--- src/rtl/eqsd_pkg.sv ---
package eqsd_pkg;
   // Tap k of the sync delay chain is high k+1 cycles after the sync beat.
   localparam int TAP_N        = 6;
   localparam int TAP_SEED_HI  = 1;   // seed the first lane of the new frame with n/2
   localparam int TAP_SEED_LO0 = 2;   // seed the second lane with zero, capture the quotient
   localparam int TAP_SEED_LO1 = 3;   // seed the third lane with zero
   localparam int TAP_FOLD     = 4;   // chained subtraction of the folded remainders
   localparam int TAP_OUT      = 5;   // output register enable

   function automatic int acc_bits(input int n);
      return $clog2(n) + 2;
   endfunction
endpackage

--- src/rtl/eqsd_taps.sv ---
module eqsd_taps #(
   parameter int TAPS = 6
) (
   input  logic            clk,
   input  logic            rst_n,
   input  logic            sync_i,
   output logic [TAPS-1:1] taps_o
);
   logic [TAPS-1:0] chain_q;

   always_ff @(posedge clk) begin
      if (!rst_n) chain_q <= '0;
      else        chain_q <= {chain_q[TAPS-2:0], sync_i};
   end

   assign taps_o = chain_q[TAPS-1:1];

   AST_SYNC_SPACING: assert property (@(posedge clk) disable iff (!rst_n)
      sync_i |-> (chain_q[TAPS-2:0] == '0));
endmodule

--- src/rtl/eqsd_scale.sv ---
module eqsd_scale #(
   parameter int PIX_W       = 8,
   parameter int CNT_W       = 4,
   parameter int ACC_W       = 14,
   parameter bit CONCAT_FORM = 1'b1
) (
   input  logic             clk,
   input  logic             rst_n,
   input  logic             sync_i,
   input  logic [CNT_W-1:0] cnt_i,
   output logic [ACC_W-1:0] sc_o
);
   localparam int SC_W    = CNT_W + PIX_W;
   localparam int LVL_MAX = (1 << PIX_W) - 1;

   logic [SC_W-1:0] prod;

   generate
      if (CONCAT_FORM) begin : g_concat
         // v*2^w + 1 plus the full-width inverse of v equals v*(2^w - 1)
         assign prod = {cnt_i, {(PIX_W-1){1'b0}}, 1'b1} + {{PIX_W{1'b1}}, ~cnt_i};
      end else begin : g_shift_sub
         assign prod = {cnt_i, {PIX_W{1'b0}}} - SC_W'(cnt_i);
      end
   endgenerate

   always_ff @(posedge clk) begin
      if (!rst_n)      sc_o <= '0;
      else if (sync_i) sc_o <= '0;
      else             sc_o <= ACC_W'(prod);
   end

   AST_SCALE_EXACT: assert property (@(posedge clk) disable iff (!rst_n)
      !sync_i |=> (sc_o == ACC_W'($past(cnt_i)) * ACC_W'(LVL_MAX)));
   AST_SYNC_COUNT_DROPPED: assert property (@(posedge clk) disable iff (!rst_n)
      sync_i |=> (sc_o == '0));
endmodule

--- src/rtl/eqsd_loop.sv ---
module eqsd_loop #(
   parameter int ACC_W = 14,
   parameter int N_PIX = 4096,
   parameter int Q_W   = 10
) (
   input  logic             clk,
   input  logic             rst_n,
   input  logic [ACC_W-1:0] sc_i,
   input  logic             seed_hi_i,
   input  logic             seed_lo_i,
   input  logic             qclr_i,
   output logic [ACC_W-1:0] rem_o,
   output logic [Q_W-1:0]   quot_o
);
   localparam logic [ACC_W-1:0] N_ACC = ACC_W'(N_PIX);
   localparam logic [ACC_W-1:0] HALF  = ACC_W'(N_PIX / 2);

   logic [ACC_W-1:0] base, sum_q, sum2_q, diff_q;
   logic             neg;

   // Lane value entering the adder: the circulating remainder or a frame seed.
   always_comb begin
      if (seed_hi_i)      base = HALF;
      else if (seed_lo_i) base = '0;
      else                base = rem_o;
   end

   assign neg = diff_q[ACC_W-1];

   always_ff @(posedge clk) begin
      if (!rst_n) begin
         sum_q  <= '0;
         sum2_q <= '0;
         diff_q <= '1;          // negative: the first selects keep zero
         rem_o  <= HALF;        // reset opens a frame with the n/2 seed
         quot_o <= '0;
      end else begin
         sum_q  <= sc_i + base;              // stage 1: add
         sum2_q <= sum_q;                    // stage 2: subtract n
         diff_q <= sum_q - N_ACC;
         rem_o  <= neg ? sum2_q : diff_q;    // stage 3: select by sign
         if (qclr_i)                         quot_o <= '0;
         else if (!neg && (quot_o != '1))    quot_o <= quot_o + 1'b1;
      end
   end

   AST_REM_BELOW_N: assert property (@(posedge clk) disable iff (!rst_n)
      rem_o < N_ACC);
   AST_QUOT_RESTART: assert property (@(posedge clk) disable iff (!rst_n)
      qclr_i |=> (quot_o == '0));
   AST_HALF_SEED: assert property (@(posedge clk) disable iff (!rst_n)
      seed_hi_i |=> (sum_q >= HALF));
endmodule

--- src/rtl/eqsd_integ.sv ---
module eqsd_integ #(
   parameter int ACC_W = 14,
   parameter int N_PIX = 4096,
   parameter int Q_W   = 10,
   parameter int PIX_W = 8
) (
   input  logic             clk,
   input  logic             rst_n,
   input  logic             cap_first_i,
   input  logic             cap_more_i,
   input  logic             qcap_i,
   input  logic             fold_i,
   input  logic             out_en_i,
   input  logic [ACC_W-1:0] rem_i,
   input  logic [Q_W-1:0]   quot_i,
   output logic [PIX_W-1:0] level_o
);
   localparam int E_W = ACC_W + 2;
   localparam logic [E_W-1:0]   N_E     = E_W'(N_PIX);
   localparam logic [Q_W:0]     LVL_MAX = (Q_W+1)'((1 << PIX_W) - 1);
   localparam logic [ACC_W:0]   CS_MAX  = (ACC_W+1)'(3 * N_PIX);

   logic [ACC_W:0]   csum_q;
   logic [Q_W-1:0]   qcap_q;
   logic [E_W-1:0]   d1, d2, d3;
   logic [2:0]       ge_q;
   logic [Q_W:0]     total;

   // Chain of three subtractions of n from the folded remainder sum.
   assign d1 = {1'b0, csum_q} - N_E;
   assign d2 = d1 - N_E;
   assign d3 = d2 - N_E;

   assign total = (Q_W+1)'(qcap_q) + (Q_W+1)'(ge_q[0])
                + (Q_W+1)'(ge_q[1]) + (Q_W+1)'(ge_q[2]);

   always_ff @(posedge clk) begin
      if (!rst_n) begin
         csum_q  <= '0;
         qcap_q  <= '0;
         ge_q    <= '0;
         level_o <= '0;
      end else begin
         if (cap_first_i)     csum_q <= (ACC_W+1)'(rem_i);
         else if (cap_more_i) csum_q <= csum_q + (ACC_W+1)'(rem_i);
         if (qcap_i)          qcap_q <= quot_i;
         if (fold_i)          ge_q   <= {~d3[E_W-1], ~d2[E_W-1], ~d1[E_W-1]};
         if (out_en_i)        level_o <= (total > LVL_MAX) ? LVL_MAX[PIX_W-1:0]
                                                          : total[PIX_W-1:0];
      end
   end

   AST_OUT_HOLD: assert property (@(posedge clk) disable iff (!rst_n)
      !out_en_i |=> $stable(level_o));
   AST_FOLD_BOUND: assert property (@(posedge clk) disable iff (!rst_n)
      csum_q < CS_MAX);
   AST_ONE_CAPTURE: assert property (@(posedge clk) disable iff (!rst_n)
      $onehot0({cap_first_i, cap_more_i}));
endmodule

--- src/rtl/eqmap_scale_div.sv ---
module eqmap_scale_div #(
   parameter int PIX_W       = 8,
   parameter int CNT_W       = 4,
   parameter int N_PIX       = 4096,
   parameter bit CONCAT_FORM = 1'b1
) (
   input  logic             clk,
   input  logic             rst_n,
   input  logic             frame_sync_i,
   input  logic [CNT_W-1:0] count_i,
   output logic [PIX_W-1:0] level_o
);
   import eqsd_pkg::*;

   localparam int ACC_W = acc_bits(N_PIX);
   localparam int Q_W   = PIX_W + 2;

   // One conditional subtraction per beat needs the scaled count below n.
   generate
      if (((1 << CNT_W) - 1) * ((1 << PIX_W) - 1) >= N_PIX) begin : g_bad_n
         $error("N_PIX must exceed the largest scaled count");
      end
      if (PIX_W < 2) begin : g_bad_pix
         $error("PIX_W must be at least 2");
      end
      if (N_PIX < 2) begin : g_bad_min
         $error("N_PIX must be at least 2");
      end
   endgenerate

   logic [TAP_N-1:1] taps;
   logic [ACC_W-1:0] sc, rem;
   logic [Q_W-1:0]   quot;

   eqsd_taps #(.TAPS(TAP_N)) u_taps (
      .clk(clk), .rst_n(rst_n), .sync_i(frame_sync_i), .taps_o(taps));

   eqsd_scale #(.PIX_W(PIX_W), .CNT_W(CNT_W), .ACC_W(ACC_W), .CONCAT_FORM(CONCAT_FORM))
   u_scale (
      .clk(clk), .rst_n(rst_n), .sync_i(frame_sync_i), .cnt_i(count_i), .sc_o(sc));

   eqsd_loop #(.ACC_W(ACC_W), .N_PIX(N_PIX), .Q_W(Q_W)) u_loop (
      .clk(clk), .rst_n(rst_n), .sc_i(sc),
      .seed_hi_i(taps[TAP_SEED_HI]),
      .seed_lo_i(taps[TAP_SEED_LO0] | taps[TAP_SEED_LO1]),
      .qclr_i(taps[TAP_SEED_LO0]),
      .rem_o(rem), .quot_o(quot));

   eqsd_integ #(.ACC_W(ACC_W), .N_PIX(N_PIX), .Q_W(Q_W), .PIX_W(PIX_W)) u_integ (
      .clk(clk), .rst_n(rst_n),
      .cap_first_i(taps[TAP_SEED_HI]),
      .cap_more_i(taps[TAP_SEED_LO0] | taps[TAP_SEED_LO1]),
      .qcap_i(taps[TAP_SEED_LO0]),
      .fold_i(taps[TAP_FOLD]),
      .out_en_i(taps[TAP_OUT]),
      .rem_i(rem), .quot_i(quot), .level_o(level_o));
endmodule

--- config.mk ---
export PLATFORM = sky130hd
export DESIGN_NAME = eqmap_scale_div
export DESIGN_NICKNAME = d
export VERILOG_FILES = /design/src/rtl/eqsd_pkg.sv /design/src/rtl/eqsd_taps.sv /design/src/rtl/eqsd_scale.sv /design/src/rtl/eqsd_loop.sv /design/src/rtl/eqsd_integ.sv /design/src/rtl/eqmap_scale_div.sv
export SDC_FILE = /design/constraint.sdc
export NUM_CORES = 1
export LEC_CHECK = 0
export ABC_AREA = 0
export BUFFER_PORTS_ARGS = -buffer_cell sky130_fd_sc_hd__buf_2
export CORE_ASPECT_RATIO = 0.75
export CORE_UTILIZATION = 65
export CTS_BUF_LIST = sky130_fd_sc_hd__clkbuf_4
export DETAILED_ROUTE_END_ITERATION = 16
export PLACE_DENSITY = 0.83
export SYNTH_ARGS = -nofsm -noshare
export SYNTH_HDL_FRONTEND = slang
export SYNTH_SLANG_ARGS = --single-unit
--- constraint.sdc ---
create_clock -name clk -period 6 [get_ports clk]
set_input_delay 1.2 -clock clk [delete_from_list [all_inputs] [get_ports clk]]
set_output_delay 1.2 -clock clk [all_outputs]
set_load 0.02 [all_outputs]
==> flow_summary_export.csv, run 1 <==
group,metric,value,unit
critical_path,max_stage_delay,0.69,ns
final_layout,finalNonFillerCells,728,
clock_tree,insertion_delay,0.50,ns
critical_path,crit_required,6.40,ns
clock_tree,clk_pin_slew_worst_paths,0.10,ns
clock_tree,clock-sinks,119,
global_routing,grt_max_degree,59,
power_and_ir_drop,vdd_ir_drop_max,234,uV
route,via_per_inst,6.00,
sta,final.setup.tns,0,ns
critical_path,worst-path-buf-inv,1,
clock_tree,cts_resized,0,
route,wire_per_inst,16.5,um
sta,fin_worst_skew,0.0109,ns
critical_path,slowest_stage,"clkinv_1",
synth,synth_area,5520,um2
sta,fmax,286,MHz
final_layout,seqCellArea,2380,um2
route,drtPass1Iterations,5,
place,dp_cells,697,
critical_path,start_kind,"flip-flop",
clock_tree,post-cts-setup-buffers,0,
place,io_buffers,14,
critical_path,rrSetupSlack,2.50,ns
power_and_ir_drop,p_leak,2.60,nW
die,start_util,68.5,%
final_layout,multiInputGateArea,2960,um2
clock_tree,h-tree-depth,4,
route,wl,12000,um
clock_tree,cts-root-buf,"clkbuf_4",
synth,synth_fp_nets,642,
place,gp_congestion,0.923,
die,dieHeight,81.8,um
sta,report.final.slew_viol_count,0,
route,drtAntennaViolNets,0,
die,fp-row-count,28,
synth,synthFlopType,"dfxtp_1",
die,ios,15,
place,dp_hpwl,8500,um
run,cap_violations,0,
synth,ys_types,59,
sta,slew_headroom,52.9,%
critical_path,cp_top_family,"simple AND/OR/NAND/NOR gates",
global_routing,grt_first_pass_wirelength,19100,um
route,drc,0,
critical_path,path_depth,9,
synth,synth_area_leader_cell,"dfxtp_1",
sta,tightest_slew,0.705,ns
status,status,"finished, final reports clean",
synth,yosys.area.top_type_share,43.2,%
clock_tree,cts_buffers,17,
route,drt_iter0_markers,326,
die,die_area,8870,um2
critical_path,path_cells,"clkinv_1, and3_1, ha_1, nor2b_1, o21ai_0, o21ai_1, a31oi_1, or3_1, o2111a_1",
clock_tree,cts_tree,"built",
sta,layout_min_cycle_time,3.50,ns
final_layout,n_fill_cell,600,
synth,seq_area_frac_synth,43.2,%
route,vias,4365,
final_layout,nets,656,
synth,syn-instance-count,597,
critical_path,cp-end-kind,"flip-flop",
clock_tree,clock_path_buffers,2,
final_layout,drive_gt1_share,8.67,%
global_routing,globalRouteTotalUtil,28.7,%
die,core_area,8060,um2
synth,synth.area.top_cells,"dfxtp_1 43%, ha_1 7.7%, mux2i_1 5.3%",
critical_path,path_class,"reg2reg",
synth,synth_edf_count,0,
sta,hold_viol_final,0,
sta,final-setup-viol-count,0,
final_layout,final_common_cell,"dfxtp_1",
die,die_x,108,um
global_routing,antenna_found_initial,0,
synth,async_flop_share,0,%
synth,synth_warnings,0,
final_layout,area_delta_synth_final,7.23,%
final_layout,post-route-util,73.5,%
final_layout,antennaDiodeCount,0,
global_routing,grt_overflow,0,
global_routing,grt_pass1_vias,4022,
critical_path,r2r_cells,9,
final_layout,layout_common_cells,"119 x dfxtp_1, 63 x nor2_1, 38 x nand2_1, 37 x a21oi_1, 34 x ha_1",
hold_path,hold_depth,1,
hold_path,hold_class,"reg2reg",
synth,avgSynthCellArea,9.25,um2
sta,rsz0062_at_grt,"false",
synth,synth_seq_cells,119,
critical_path,path_max_fanout,28,
power_and_ir_drop,power_density,250,nW/um2
sta,period_share,58.3,%
critical_path,crit_arrival,3.90,ns
clock_tree,hold_buffers,0,
==> synthesized netlist by cell type, drive strengths merged (3+ instances only) <==
master  count
a211oi     11
or3         4
nor3       13
clkbuf     18
xor2       19
and2       26
buf         5
nor2       63
inv        20
nand2      38
mux2i      29
a31oi       4
nand3       8
o211ai      3
and3       15
xnor2      10
nor2b      10
o21ai      31
dfxtp     119
fa          4
o21a        6
o221ai      5
nor4        3
ha         34
a21o       10
and4        4
nand2b     15
a21oi      38
==> routing by layer <==
metal	routed length, um	vias to the layer above	part of all wire, %	global-route usage [%]
met4	327	0	2.7	13.6
met1	5700	2042	48	37.7
li1	-	2131	-	-
met2	5250	158	44	44.9
met3	706	34	5.9	6.59
met5	0	-	0	0
==> cell families after synthesis <==
kind of cell               synth area share (%)
and+or+nand+nor                            18.3
buffers and inverters                      3.24
AOI/OAI and AO/OA                          16.3
DFF                                        43.2
xor gates and xnor gates                   4.60
muxes                                      5.26
adders and majority gates                  9.16
==> worst paths after layout <==
check / to / start
hold reg to reg: u_loop.diff_q[1] / u_loop.sum_q[1]
hold / removal: u_loop.diff_q[1] / u_loop.sum_q[1]
setup reg to reg: u_loop.sum_q[12] / u_taps.chain_q[1]
setup / recovery: u_loop.sum_q[12] / u_taps.chain_q[1]
==> final cells by class <==
cell class	instances	area share, %
well taps	105	2.22
clock inverters	14	2.30
inverters	22	1.40
flip-flops and latches	119	40.2
multi-input cells	433	50.0
clock buffers	17	2.16
repair buffers	18	1.69
==> report_power, final <==
| part | internal [mW] | total, mW | switching (mW) |
|---|---|---|---|
| clock | 0.239 | 0.533 | 0.294 |
| sequential | 0.816 | 0.834 | 0.0172 |
| combinational | 0.0452 | 0.116 | 0.0704 |
| total | 1.10 | 1.48 | 0.381 |
==> stage by stage <==
| stage | area, um2 | total power, mW | hold WS [ns] | worst slack [ns] |
|---|---|---|---|---|
| 6_report | 5920 | 1.48 | 0.436 | 2.50 |
| 5_1_grt | 5920 | 1.54 | 0.451 | 2.28 |
| 4_1_cts | 5920 | 1.49 | 0.437 | 2.55 |
| 3_5_place_dp | 5660 | 0.964 | 0.413 | 2.58 |
| 3_3_place_gp | 5660 | 0.957 | 0.409 | 2.79 |
| 2_1_floorplan | 5520 | 0.933 | 0.402 | 3.14 |
==> state kept, by name, summed over array words and instances (netlist names) <==
signal and flops:
u_loop.sum2_q 14, u_integ.ge_q 3, u_loop.rem_o 14, u_integ.level_o 8, u_integ.qcap_q 10, u_taps.chain_q 6, u_scale.sc_o 11, u_loop.quot_o 10
u_integ.csum_q 15, u_loop.sum_q 14, u_loop.diff_q 14
Power figures use the tool's default switching activity.
==> run 2: changes to the inputs <==
CORE_UTILIZATION = 58   (was 65)
PLACE_DENSITY = 0.78   (was 0.83)
clock period = 2.9 ns   (was 6 ns; I/O delays follow)
==> flow_summary_export.csv, run 2 (synthesis gave the netlist of run 1 again) <==
group,metric,value,unit
final_layout,nets,662,
place,dp_hpwl,8350,um
global_routing,antenna_found_initial,0,
clock_tree,clock-sinks,119,
critical_path,crit_arrival,3.15,ns
final_layout,n_fill_cell,743,
sta,final-setup-viol-count,0,
global_routing,grt_max_degree,41,
sta,tightest_slew,0.674,ns
clock_tree,clk_pin_slew_worst_paths,0.11,ns
sta,rsz0062_at_grt,"false",
die,fp-row-count,30,
route,via_per_inst,5.69,
global_routing,grt_overflow,0,
clock_tree,cts-root-buf,"clkbuf_4",
sta,report.final.slew_viol_count,0,
route,wl,11700,um
final_layout,drive_gt1_share,10.0,%
die,core_area,9160,um2
clock_tree,cts_buffers,17,
place,io_buffers,14,
sta,final.setup.tns,0,ns
power_and_ir_drop,vdd_ir_drop_max,353,uV
status,status,"finished, final reports clean",
critical_path,start_kind,"flip-flop",
die,die_x,115,um
die,ios,15,
die,die_area,9920,um2
route,drtPass1Iterations,5,
sta,period_share,95.0,%
global_routing,grt_first_pass_wirelength,19700,um
power_and_ir_drop,p_leak,2.69,nW
final_layout,largest_reg_flops,15,
clock_tree,hold_buffers,0,
final_layout,multiInputGateArea,2960,um2
final_layout,antennaDiodeCount,0,
critical_path,worst_path_most_repeated_cell,"fa_1",
sta,layout_min_cycle_time,2.76,ns
critical_path,cp-end-kind,"flip-flop",
route,drc,0,
die,dieHeight,86.5,um
clock_tree,insertion_delay,0.52,ns
critical_path,crit_required,3.30,ns
route,vias,4307,
final_layout,final_common_cell,"dfxtp_1",
clock_tree,clock_path_buffers,2,
clock_tree,h-tree-depth,4,
critical_path,slowest_stage,"fa_1",
final_layout,layout_common_cells,"119 x dfxtp_1, 63 x nor2_1, 38 x nand2_1, 37 x a21oi_1, 34 x ha_1",
clock_tree,post-cts-setup-buffers,0,
critical_path,max_stage_delay,0.53,ns
global_routing,globalRouteTotalUtil,26.0,%
critical_path,path_class,"reg2reg",
final_layout,top_register,"u_integ.csum_q",
route,wire_per_inst,15.4,um
global_routing,grt_pass1_vias,4016,
final_layout,area_delta_synth_final,10.2,%
place,gp_congestion,0.941,
final_layout,seqCellArea,2380,um2
sta,hold_viol_final,0,
power_and_ir_drop,power_density,558,nW/um2
clock_tree,cts_tree,"built",
die,start_util,60.3,%
sta,fin_worst_skew,0.0212,ns
final_layout,post-route-util,66.4,%
sta,slew_headroom,55.0,%
sta,fmax,363,MHz
route,drtAntennaViolNets,0,
hold_path,hold_class,"in2reg",
run,cap_violations,0,
route,drt_iter0_markers,392,
critical_path,path_max_fanout,8,
critical_path,path_cells,"fa_1, ha_1, inv_1, fa_1, nand3b_1, nor3_1, nand3_1, o21ai_0, and3b_1, a21oi_1",
## run 2: changes by cell type in the layout (fill, tap and decap cells not counted), sizes merged
| cell | previous run | this run |
|---|---|---|
| buf | 18 | 24 |
| bufinv | 2 | 5 |
| clkinv | 9 | 5 |
| clkinvlp | 5 | 2 |
| inv | 20 | 24 |
## run 2: what timing repair did
action | in CTS | in global routing
resized for setup | 0 | 2
endpoints found under the hold margin | 0 | 0
endpoints found under the setup margin | 0 | 2
## run 2: path summary, 6_finish.rpt
path / startpoint / cells past startpoint / slack, ns / to
max: u_integ.ge_q[0] / 10 / 0.14 / u_integ.level_o[1]
min reg2reg: u_taps.chain_q[0] / 1 / 0.44 / u_taps.chain_q[1]
min: count_i[3] / 3 / 0.36 / u_scale.sc_o[5]
max reg2reg: u_integ.ge_q[0] / 10 / 0.14 / u_integ.level_o[1]
## run 2: area by class of cell
class	instances	area share, %
Timing Repair Buffer	24	2.39
Clock inverter	14	3.64
Clock buffer	17	2.10
Sequential cell	119	39.2
Inverter	22	1.36
Tap cell	128	2.63
Multi-Input combinational cell	433	48.7
## run 2: layer usage
layer	global-route usage, %	wire, um	vias to the layer above	part of all wire [%]
li1	-	-	2155	-
met1	36.8	5920	2035	51
met2	38.3	5010	105	43
met3	7.48	660	12	5.6
met4	7.91	104	0	0.89
met5	0	0	-	0
## run 2: per-stage QoR
stage          instances  worst slack (ns)  cell area (um2)  hold WS, ns  power [mW]
2_1_floorplan        597            0.0441             5520        0.402        1.93
3_3_place_gp         726             0.265             5730        0.404        1.99
3_5_place_dp         726             0.179             5730        0.415        2.00
4_1_cts              757             0.172             6080        0.313        3.41
5_1_grt              757           0.00297             6080        0.322        3.54
6_report             757             0.145             6080        0.363        3.40
## run 2: worst max-delay path, delay by kind of cell (launching register included)
family                     cells  cell delay [ns]
DFF                            1             0.34
AOI/OAI and AO/OA              2             0.18
and+or+nand+nor                4             0.96
buffers and inverters          1             0.07
adders and majority gates      3             1.11
## run 2: report_power, final
group	total [mW]	switching, mW	internal (mW)
clock network	1.43	0.656	0.777
logic	0.244	0.147	0.0970
registers	1.72	0.0306	1.69
total	3.40	0.833	2.56
==> run 3: changes to the inputs <==
ABC_AREA = 1   (was 0)
CORE_UTILIZATION = 59   (was 58)
PLACE_DENSITY = 0.79   (was 0.78)
==> flow_summary_export.csv, run 3 <==
group,metric,value,unit
sta,layout_min_cycle_time,2.50,ns
final_layout,largest_reg_flops,15,
synth,synth-adder-area-share,8.56,%
die,start_util,60.9,%
die,die_x,118,um
critical_path,max_stage_delay,0.54,ns
sta,fmax,400,MHz
clock_tree,clk_pin_slew_worst_paths,0.11,ns
sta,period_share,86.2,%
critical_path,crit_arrival,2.98,ns
global_routing,globalRouteTotalUtil,27.8,%
sta,final.setup.tns,0,ns
sta,final-setup-viol-count,0,
power_and_ir_drop,p_leak,3.15,nW
die,core_area,9700,um2
critical_path,path_cells,"fa_1, ha_1, inv_1, fa_1, inv_1, nand2_1, nor3_2, nand3_1, nand3_1, inv_1, nand2_4, o21ai_1, inv_1",
synth,synth_seq_cells,119,
global_routing,grt_pass1_vias,4896,
route,via_per_inst,5.32,
synth,synth_compound_area_share,13.1,%
clock_tree,cts_buffers,17,
synth,ys_types,39,
synth,synthMuxAreaShare,0,%
synth,synth_xor_area_share,1.78,%
critical_path,path_max_fanout,5,
synth,synthFlopType,"dfxtp_1",
sta,tightest_slew,0.690,ns
clock_tree,cts-root-buf,"clkbuf_4",
critical_path,cp-end-kind,"flip-flop",
route,vias,5319,
synth,synth_area_leader_cell,"dfxtp_1",
critical_path,worst_path_most_repeated_cell,"inv_1",
clock_tree,clock_path_buffers,2,
synth,yosys.area.top_type_share,40.3,%
power_and_ir_drop,vdd_ir_drop_max,296,uV
route,wl,13600,um
critical_path,start_kind,"flip-flop",
critical_path,slowest_stage,"fa_1",
synth,synth_warnings,0,
final_layout,final_common_cell,"nand2_1",
place,dp_hpwl,9950,um
route,drc,0,
power_and_ir_drop,power_density,476,nW/um2
sta,fin_worst_skew,0.0135,ns
synth,synth.area.top_cells,"dfxtp_1 40%, nand2_1 12%, inv_1 8.4%",
die,fp-row-count,31,
global_routing,antenna_found_initial,1,
sta,slew_headroom,53.8,%
hold_path,hold_class,"in2reg",
sta,whs,0.241,ns
sta,hold_viol_final,0,
clock_tree,h-tree-depth,4,
synth,synth_edf_count,0,
place,io_buffers,14,
global_routing,grt_first_pass_wirelength,22500,um
synth,seq_area_frac_synth,40.3,%
route,wire_per_inst,13.6,um
synth,async_flop_share,0,%
synth,synth_fp_nets,884,
status,status,"finished, final reports clean",
route,drtAntennaViolNets,0,
place,gp_congestion,0.970,
clock_tree,insertion_delay,0.52,ns
synth,avgSynthCellArea,7.04,um2
synth,synth_common_cells,"191 x nand2_1, 132 x inv_1, 119 x dfxtp_1",
synth,yosysMostFrequentCell,"nand2_1",
final_layout,drive_gt1_share,7.39,%
global_routing,grt_max_degree,74,
final_layout,layout_common_cells,"191 x nand2_1, 132 x inv_1, 119 x dfxtp_1, 106 x nor2_1, 61 x a21oi_1",
run,cap_violations,0,
clock_tree,hold_buffers,0,
clock_tree,clock-sinks,119,
critical_path,crit_required,3.38,ns
die,ios,15,
die,die_area,10400,um2
clock_tree,post-cts-setup-buffers,0,
synth,syn-instance-count,839,
route,drt_iter0_markers,427,
sta,rsz0062_at_grt,"false",
route,drtPass1Iterations,6,
critical_path,path_class,"reg2reg",
global_routing,grt_overflow,0,
die,dieHeight,88.7,um
clock_tree,cts_resized,0,
synth,synth_top_family_by_area,"simple AND/OR/NAND/NOR gates",
synth,synth-simple-area-share,25.8,%
power_and_ir_drop,power,2.99,mW
final_layout,nets,898,
final_layout,top_register,"u_integ.csum_q",
synth,synth_area,5910,um2
sta,report.final.slew_viol_count,0,
final_layout,area_delta_synth_final,6.46,%
clock_tree,cts_tree,"built",
run 3: cell count changes in the layout (fill, tap and decap cells not counted), moves of 9 or more:
| cell | delta |
|---|---|
| nor2b_1 | -10 |
| and2_1 | -26 |
| o21ai_0 | +24 |
| nor2_1 | +43 |
| a211oi_1 | -10 |
| and3_1 | -15 |
| a21oi_1 | +24 |
| mux2i_1 | -29 |
| nand2b_1 | -15 |
| nand3_1 | +35 |
| inv_1 | +112 |
| nand2_1 | +153 |
| xor2_1 | -9 |
run 3: where the power goes:
| part | leakage [nW] | switching [mW] | internal (mW) |
|---|---|---|---|
| Sequential | 0.972 | 0.0330 | 1.69 |
| Clock | 0.114 | 0.631 | 0.334 |
| Combinational | 2.06 | 0.197 | 0.103 |
| Total | 3.15 | 0.861 | 2.13 |
run 3: final cells by class:
type / count / area (um2)
tap: 132 / 165
clock inverter: 14 / 87.6
sequential: 119 / 2380
inverter: 136 / 510
timing repair buffer: 18 / 100
fill: 873 / 3410
clock buffer: 18 / 135
multi-input combinational: 561 / 2910
antenna: 1 / 2.50
run 3: logic make-up after synthesis:
kind of cell / Yosys count
AOI/OAI and AO/OA: 143
buffers and inverters: 159
xor gates and xnor gates: 12
adders and majority gates: 38
and+or+nand+nor: 368
DFF: 119
run 3: metal layers:
metal | vias to the layer above | wire length, um | share of wire [%] | GRT usage [%]
met4 | 0 | 219 | 1.6 | 8.39
met5 | - | 0 | 0 | 0
met3 | 29 | 825 | 6.1 | 7.47
li1 | 2677 | - | - | -
met1 | 2457 | 6460 | 48 | 35.5
met2 | 156 | 6050 | 45 | 46.5
run 3: critical path, delay by kind of cell (launching register included):
family / cells / cell delay [ns]
adder cells (fa/ha/maj): 3 / 1.09
buffers and inverters: 4 / 0.32
AND/OR/NAND/NOR: 5 / 0.62
flip-flops: 1 / 0.35
AO/OA/AOI/OAI: 1 / 0.06
run 3: final timing paths:
kind / start / end / slack [ns] / cells past startpoint
worst min-delay path: frame_sync_i / u_taps.chain_q[0] / 0.24 / 3
worst min register to register: u_loop.sum_q[12] / u_loop.diff_q[12] / 0.42 / 1
worst max register to register: u_integ.ge_q[0] / u_integ.level_o[3] / 0.40 / 13
worst max-delay path: u_integ.ge_q[0] / u_integ.level_o[3] / 0.40 / 13
run 3: stage by stage:
stage | util [%] | setup WS (ns) | instances | area [um2]
4_1_cts | 64.8 | 0.408 | 998 | 6290
6_report | 64.9 | 0.400 | 999 | 6290
2_1_floorplan | - | 0.684 | 839 | 5910
3_3_place_gp | 62.5 | 0.608 | 966 | 6060
3_5_place_dp | 62.5 | 0.472 | 966 | 6060
5_1_grt | 64.9 | 0.251 | 999 | 6290
